===== config.mk =====
export PLATFORM = sky130hd
export DESIGN_NAME = gpio_port
export DESIGN_NICKNAME = d
export VERILOG_FILES = /design/src/rtl/gpio_pkg.sv /design/src/rtl/gpio_sync.sv /design/src/rtl/gpio_regs.sv /design/src/rtl/gpio_padmux.sv /design/src/rtl/gpio_port.sv
export SDC_FILE = /design/constraint.sdc
export NUM_CORES = 1
export LEC_CHECK = 0
export BUFFER_PORTS_ARGS = -buffer_cell sky130_fd_sc_hd__buf_4
export CAP_MARGIN = 30
export CORE_AREA = 2 2 75 77
export CTS_CLUSTER_SIZE = 14
export DETAILED_ROUTE_END_ITERATION = 7
export DIE_AREA = 0 0 77 79
export PLACE_DENSITY = 0.75
export SYNTH_ARGS = -nofsm -noshare
export SYNTH_HDL_FRONTEND = slang
export SYNTH_SLANG_ARGS = --single-unit
export TNS_END_PERCENT = 5

===== constraint.sdc =====
create_clock -name clk -period 2.3 [get_ports clk]
set_input_delay 0.345 -clock clk [delete_from_list [all_inputs] [get_ports clk]]
set_output_delay 0.345 -clock clk [all_outputs]
set_load 0.01 [all_outputs]

===== src/rtl/gpio_pkg.sv =====
package gpio_pkg;
    localparam int PORT_W = 8;
    localparam int ADDR_W = 3;

    typedef enum logic [ADDR_W-1:0] {
        OFS_DATA  = 3'd0,
        OFS_DIR   = 3'd1,
        OFS_PULL  = 3'd2,
        OFS_RDRV  = 3'd3
    } reg_ofs_e;

    typedef enum logic {
        OWN_PORT = 1'b0,
        OWN_ALT  = 1'b1
    } owner_e;
endpackage


===== src/rtl/gpio_sync.sv =====
module gpio_sync #(
    parameter int WIDTH  = 8,
    parameter int STAGES = 2
) (
    input  logic             clk,
    input  logic             rst_n,
    input  logic [WIDTH-1:0] async_in,
    output logic [WIDTH-1:0] sync_out
);
    logic [WIDTH-1:0] stage_q [STAGES];

    always_ff @(posedge clk or negedge rst_n) begin
        if (!rst_n) begin
            for (int s = 0; s < STAGES; s++) stage_q[s] <= '0;
        end else begin
            stage_q[0] <= async_in;
            for (int s = 1; s < STAGES; s++) stage_q[s] <= stage_q[s-1];
        end
    end

    assign sync_out = stage_q[STAGES-1];

    logic [1:0] since_rst;
    always_ff @(posedge clk or negedge rst_n) begin
        if (!rst_n)               since_rst <= '0;
        else if (since_rst != 2'd2) since_rst <= since_rst + 2'd1;
    end

    generate
        if (STAGES == 2) begin : g_chk2
            assert_two_edge_latency_R8: assert property (@(posedge clk) disable iff (!rst_n)
                (since_rst == 2'd2) |-> (sync_out == $past(async_in, 2)))
                else $error("synchronizer latency wrong");
        end
    endgenerate
endmodule


===== src/rtl/gpio_regs.sv =====
module gpio_regs
    import gpio_pkg::*;
#(
    parameter int WIDTH = PORT_W,
    parameter int AW    = ADDR_W
) (
    input  logic             clk,
    input  logic             rst_n,
    input  logic [AW-1:0]    bus_addr,
    input  logic             bus_we,
    input  logic [WIDTH-1:0] bus_wdata,
    output logic [WIDTH-1:0] bus_rdata,
    input  logic [WIDTH-1:0] pin_sync,
    output logic [WIDTH-1:0] latch_q,
    output logic [WIDTH-1:0] dir_q,
    output logic [WIDTH-1:0] pull_q,
    output logic [WIDTH-1:0] rdrv_q
);
    logic wr_data, wr_dir, wr_pull, wr_rdrv;

    always_comb begin
        wr_data = 1'b0;
        wr_dir  = 1'b0;
        wr_pull = 1'b0;
        wr_rdrv = 1'b0;
        if (bus_we) begin
            unique case (bus_addr)
                OFS_DATA: wr_data = 1'b1;
                OFS_DIR:  wr_dir  = 1'b1;
                OFS_PULL: wr_pull = 1'b1;
                OFS_RDRV: wr_rdrv = 1'b1;
                default:  ;
            endcase
        end
    end

    always_ff @(posedge clk or negedge rst_n) begin
        if (!rst_n) begin
            latch_q <= '0;
            dir_q   <= '0;
            pull_q  <= '1;
            rdrv_q  <= '0;
        end else begin
            if (wr_data) latch_q <= (bus_wdata & dir_q) | (latch_q & ~dir_q);
            if (wr_dir)  dir_q   <= bus_wdata;
            if (wr_pull) pull_q  <= bus_wdata;
            if (wr_rdrv) rdrv_q  <= bus_wdata;
        end
    end

    always_comb begin
        unique case (bus_addr)
            OFS_DATA: bus_rdata = (latch_q & dir_q) | (pin_sync & ~dir_q);
            OFS_DIR:  bus_rdata = dir_q;
            OFS_PULL: bus_rdata = pull_q;
            OFS_RDRV: bus_rdata = rdrv_q;
            default:  bus_rdata = '0;
        endcase
    end

    assert_input_bits_kept_R3: assert property (@(posedge clk) disable iff (!rst_n)
        (bus_we && bus_addr == OFS_DATA) |=>
            ((latch_q & ~$past(dir_q)) == ($past(latch_q) & ~$past(dir_q))))
        else $error("write touched a listening bit");

    assert_dir_written_R2: assert property (@(posedge clk) disable iff (!rst_n)
        (bus_we && bus_addr == OFS_DIR) |=> (dir_q == $past(bus_wdata)))
        else $error("direction write lost");
endmodule


===== src/rtl/gpio_padmux.sv =====
module gpio_padmux
    import gpio_pkg::*;
#(
    parameter int WIDTH = PORT_W
) (
    input  owner_e           owner,
    input  logic [WIDTH-1:0] latch_q,
    input  logic [WIDTH-1:0] dir_q,
    input  logic [WIDTH-1:0] pull_q,
    input  logic [WIDTH-1:0] rdrv_q,
    input  logic [WIDTH-1:0] alt_out,
    input  logic [WIDTH-1:0] alt_oe,
    output logic [WIDTH-1:0] pad_out,
    output logic [WIDTH-1:0] pad_oe,
    output logic [WIDTH-1:0] pad_pull_en,
    output logic [WIDTH-1:0] pad_low_drive
);
    for (genvar b = 0; b < WIDTH; b++) begin : g_pin
        logic drv_b;
        always_comb begin
            unique case (owner)
                OWN_PORT: begin
                    pad_out[b] = latch_q[b];
                    drv_b      = dir_q[b];
                end
                OWN_ALT: begin
                    pad_out[b] = alt_out[b];
                    drv_b      = alt_oe[b];
                end
            endcase
        end
        assign pad_oe[b]        = drv_b;
        assign pad_pull_en[b]   = pull_q[b] & ~drv_b;
        assign pad_low_drive[b] = rdrv_q[b];
    end
endmodule


===== src/rtl/gpio_port.sv =====
module gpio_port
    import gpio_pkg::*;
#(
    parameter int WIDTH = PORT_W,
    parameter int AW    = ADDR_W,
    parameter int SYNC_STAGES = 2
) (
    input  logic             clk,
    input  logic             rst_n,
    input  logic [AW-1:0]    bus_addr,
    input  logic             bus_we,
    input  logic [WIDTH-1:0] bus_wdata,
    output logic [WIDTH-1:0] bus_rdata,
    input  logic [WIDTH-1:0] pin_in,
    input  logic             alt_sel,
    input  logic [WIDTH-1:0] alt_out,
    input  logic [WIDTH-1:0] alt_oe,
    output logic [WIDTH-1:0] pad_out,
    output logic [WIDTH-1:0] pad_oe,
    output logic [WIDTH-1:0] pad_pull_en,
    output logic [WIDTH-1:0] pad_low_drive
);
    logic [WIDTH-1:0] pin_sync, latch_q, dir_q, pull_q, rdrv_q;
    owner_e owner;

    always_comb begin
        unique case (alt_sel)
            1'b1:    owner = OWN_ALT;
            default: owner = OWN_PORT;
        endcase
    end

    gpio_sync #(.WIDTH(WIDTH), .STAGES(SYNC_STAGES)) sync_i (
        .clk(clk), .rst_n(rst_n), .async_in(pin_in), .sync_out(pin_sync)
    );

    gpio_regs #(.WIDTH(WIDTH), .AW(AW)) regs_i (
        .clk(clk), .rst_n(rst_n), .bus_addr(bus_addr), .bus_we(bus_we),
        .bus_wdata(bus_wdata), .bus_rdata(bus_rdata), .pin_sync(pin_sync),
        .latch_q(latch_q), .dir_q(dir_q), .pull_q(pull_q), .rdrv_q(rdrv_q)
    );

    gpio_padmux #(.WIDTH(WIDTH)) padmux_i (
        .owner(owner), .latch_q(latch_q), .dir_q(dir_q), .pull_q(pull_q),
        .rdrv_q(rdrv_q), .alt_out(alt_out), .alt_oe(alt_oe),
        .pad_out(pad_out), .pad_oe(pad_oe), .pad_pull_en(pad_pull_en),
        .pad_low_drive(pad_low_drive)
    );

    assert_no_pull_on_driver_R6: assert property (@(posedge clk) disable iff (!rst_n)
        (pad_pull_en & pad_oe) == '0)
        else $error("pull left on a driving pin");

    assert_alt_takes_pads_R7: assert property (@(posedge clk) disable iff (!rst_n)
        alt_sel |-> (pad_out == alt_out && pad_oe == alt_oe))
        else $error("peripheral does not own pads");
endmodule


# Yosys cells after proc, flatten, opt, wreduce, memory -nomap -nowiden
# Cells that the tools add are included.
[word_totals]
regBits = 48
output_inout_bits = 40
word_cells = 60
[classes]
n_eq_ne = 3
bitwise = 24
reduce_logical = 1
mux = 26
[ops]
columns = ["operator", "count"]
rows = [
  ["bitwise AND 8 bit", 4],
  ["case mux 1 bit (2 select lines)", 16],
  ["case mux 8 bit (4 select lines)", 1],
  ["OR 8 bit", 2],
  ["2-to-1 mux 1 bit", 9],
  ["NOT 1 bit", 9],
  ["bitwise AND 1 bit", 8],
  ["NOT 8 bit", 1],
  ["equality test 3 x 2 -> 1 bit (second input constant)", 2],
  ["equality test 3 x 1 -> 1 bit (second input constant)", 1],
  ["zero test 3 bit", 1],
]

# Depth between registers and ports, before layout
[logic_depth]
word_depth = 5
ltp_mapped = 6

# By module
# Synthesis repeated with hierarchy kept, for this count alone.
[unflattened]
hier_cells = 198
area_unflattened_um2 = 2486.1
[modules_own_cells]
columns = ["mod", "cells_per_inst", "instances", "area_each_um2"]
rows = [
  ["gpio_regs", 124, 1, 1621.6],
  ["gpio_sync", 24, 1, 460.4],
  ["gpio_padmux", 50, 1, 404.1],
]

# Worst setup path after synthesis
# OpenSTA, ideal clock, no wires.
[synth_path]
path_type = "input -> output"
from = "input port alt_sel"
to = "output port pad_pull_en[3]"
cell_stages = 4
arrival_ps = 1358
n_path_buf = 2
required_ps = 1955
path_slack_ps = 597
cell_sequence = "clkbuf_1 -> buf_2 -> mux2_2 -> nor2_1"
[synth_via]
elab_chain_len = 5
[synth_lines]
columns = ["element", "line_no", "rtl"]
rows = [
  ["start, declared", "gpio_port.sv:15", "input logic alt_sel,"],
  ["2-to-1 mux 1 bit (*)", "gpio_port.sv:27", "unique case (alt_sel)"],
  ["NOT 1 bit", "gpio_padmux.sv:21", "unique case (owner)"],
  ["case mux 1 bit (2 select lines) (*)", "gpio_padmux.sv:21", ""],
  ["via padmux_i.g_pin[3].drv_b", "gpio_padmux.sv:19", "logic drv_b;"],
  ["NOT 1 bit (*)", "gpio_padmux.sv:33", "assign pad_pull_en[b] = pull_q[b] & ~drv_b;"],
  ["bitwise AND 1 bit (*)", "gpio_padmux.sv:33", ""],
  ["end, declared", "gpio_port.sv:20", "output logic [WIDTH-1:0] pad_pull_en,"],
]
# The timed path passes the listed nets; every way through them passes the cells marked *.

# Worst setup path after layout
[layout_path]
from = "register regs_i.pull_q[6]"
to = "output port bus_rdata[6]"
[layout_via]
elab_chain_len = 1
[layout_lines]
columns = ["element", "line_no", "rtl"]
rows = [
  ["start, declared", "gpio_regs.sv:16", "output logic [WIDTH-1:0] pull_q,"],
  ["start signal, assigned", "gpio_regs.sv:46", "if (wr_pull) pull_q <= bus_wdata;"],
  ["case mux 8 bit (4 select lines)", "gpio_regs.sv:52", "unique case (bus_addr)"],
  ["end, declared", "gpio_port.sv:13", "output logic [WIDTH-1:0] bus_rdata,"],
]
# No other way between the ends.

==> summary.txt <==
Synthesis
  • Area share of the largest cell type after synthesis: 43.24%
  • Synthesized area: 2315 um^2
  • Syn nets: 230
  • Mapped Avg Cell Area: 12.12 um^2
  • Async SR Flop Fraction: 100.0%
  • Syn Inst Count: 191
  • Sequential fraction of the synthesis area: 52.32%
  • Synth Flop Type: dfrtp_1
  • Dominant cells by area after synthesis: dfrtp_1, mux2_2, dfstp_2
  • Post-synth top area cell: dfrtp_1
  • Ys Warns: 0
  • Synth Register Bits: 48
  • Cell variety after synth: 18
  • Post-synth EDFFs: 0

Critical path
  • CP max stage delay: 0.54 ns
  • Arr. time, crit path: 1.40 ns
  • Critical path capture point type: output port
  • Startpoint types: flop
  • Slowest-stage cell, CP: dfstp_2
  • Reg-to-reg startpoint: regs_i.dir_q[5]
  • Worst Path Buf+Inv: 1
  • Crit-path max FO: 2
  • Worst Path Class, Setup: flop to output port
  • Req. time, crit path: 1.96 ns
  • Crit path from: regs_i.pull_q[6]
  • Crit-path cells: mux2i_1 -> a211oi_1 -> buf_4
  • Critical path's top delay family: flip-flops

Pwr
  • Max VDD drop: 0.3996 mV
  • P_leak: 1.422 nW
  • Cell Pwr Density: 807.6 nW/um^2

Routing
  • Vias per inst: 5.009
  • Number of remaining DRC errors: 0
  • Routed vias: 1673
  • Routed length per instance: 14.73 um
  • Final ANT Viol Nets: 0
  • Total length of routed wires: 4.919 mm
  • DRT Pass-1 Iters: 4
  • Drt initial violations: 87

Place
  • HPWL after DPL: 3.477 mm
  • Placed cell area: 2922 um^2
  • GPL Wtd Cong: 0.6799
  • Port bufs: 78

Layout
  • Final Cell Area: 3033 um^2
  • Fillers: 482
  • Most frequent cells in the layout: buf_4, dfrtp_1, mux2_2
  • Multi-input logic area: 974.7 um^2
  • N_diodes: 0
  • Final Net Count: 300
  • Synthesis-to-finish area growth: 31.03%
  • Fraction of layout cells with a size suffix above 1: 53.82%
  • Leading cell type in the layout, fill and taps excluded: buf_4
  • FF/Latch Area: 1211 um^2

GRT
  • Largest net degree at the start of global routing: 49
  • Gr usage total: 17.08%
  • Initial antenna violation count: 0
  • Grt total ovfl: 0
  • First-pass GRT wire length: 8.017 mm
  • Vias in the first global route: 1606

STA
  • Max Slew Vio Count: 0
  • Final Skew: 0.003805 ns
  • Relative slew margins: 61.41%
  • RSZ-0062 raised after global routing: no
  • Final hold violations: 0
  • Min Tclk post-route: 1.750 ns
  • Max Fclk: 571.4 MHz
  • Worst-Margin Slew: 0.5788 ns
  • Setup tns final: 0 ns
  • Final worst-path cycle share: 76.09%
  • Final setup viols: 0

Clocking
  • Maximum root-to-sink buffer count: 2
  • Worst-path clk slew: 0.09 ns
  • CTS tree: yes
  • Clk sinks: 48
  • Number of buffers created by CTS: 5
  • Clock Latency Late Sink: 0.30 ns
  • Setup bufs post-CTS: 0
  • CTS HTree Levels: 2
  • Post-CTS sizing: 0
  • Cts hold-fix bufs: 0
  • Clk root buf: clkbuf_8

Hold path
  • Min-delay worst type: input pin to async pin

Floorplan
  • Initial Util: 43.37%
  • Top-level port count: 79
  • Die area: 6083 um^2
  • Die Ht: 79 um
  • Row count: 27
  • Placeable Area: 5338 um^2
  • Die extent in x: 77 um

Status
  • Status: finished, final reports clean

Run
  • Max-cap violations: 0
metrics by stage:
step	hold slack [ns]	power (mW)	setup WS, ns	util (%)	std cells
2_1_floorplan	0.04941	1.554	0.5966	-	191
3_3_place_gp	0.3324	1.844	0.5846	54.74	326
3_5_place_dp	0.3358	1.870	0.5347	54.74	326
4_1_cts	0.05876	2.473	0.5477	56.82	334
5_1_grt	0.08215	2.592	0.4598	56.82	334
6_report	0.03716	2.449	0.5500	56.82	334
synth_stat cells (3+ instances only):
| cell type | count |
|---|---|
| o21a_1 | 8 |
| dfstp_2 | 8 |
| nand2_1 | 16 |
| mux2_2 | 32 |
| inv_1 | 8 |
| nor2_1 | 16 |
| a211oi_1 | 16 |
| dfrtp_1 | 40 |
| mux2_4 | 8 |
| mux2i_1 | 8 |
| o21ai_0 | 8 |
| clkbuf_1 | 3 |
| buf_4 | 9 |
| buf_2 | 6 |
path summary, 6_finish.rpt:
check | end | slack [ns] | depth (start not counted)
min in group clk | sync_i.stage_q[11] | 0.15 | 1
hold reg to reg | sync_i.sync_out[2] | 0.36 | 0
setup reg to reg | flop | 1.35 | 2
setup / recovery | bus_rdata[6] | 0.55 | 3
hold / removal | sync_i.sync_out[3] | 0.04 | 1
max in group asynchronous | regs_i.pull_q[6] | 1.87 | 1
worst register-to-register path: cells and delay by family, from the launching register on:
kind	cells	cell delay (ns)
simple gates	1	0.10
flops	1	0.43
mux	1	0.32
report_power, final:
group	switching [mW]	internal [mW]
logic	0.278	0.418
registers	0.131	1.02
clock network	0.283	0.322
layer usage:
metal	vias up	global-route usage [%]	share of wire [%]
li1	799	-	-
met1	823	21.21	44
met2	49	30.00	51
met3	2	4.318	4.7
met4	0	4.286	0.30
met5	-	0	0
layout make-up:
| class | count | share of cell area, % |
|---|---|---|
| sequential | 48 | 39.93 |
| multi-input combinational | 116 | 32.14 |
| timing repair buffer | 82 | 20.30 |
| tap | 72 | 2.970 |
| clock buffer | 5 | 2.269 |
| clock inverter | 3 | 1.403 |
| inverter | 8 | 0.9901 |
kinds of logic (layout without fill, tap and decap cells):
family,after synthesis,in the layout,share of synthesized area [%]
buf+inv,27,98,6.486
simple gates,36,36,7.460
mux,48,48,24.22
flops,48,48,52.32
compound gates,32,32,9.514
No activity file was read; power rests on OpenSTA's default activity.
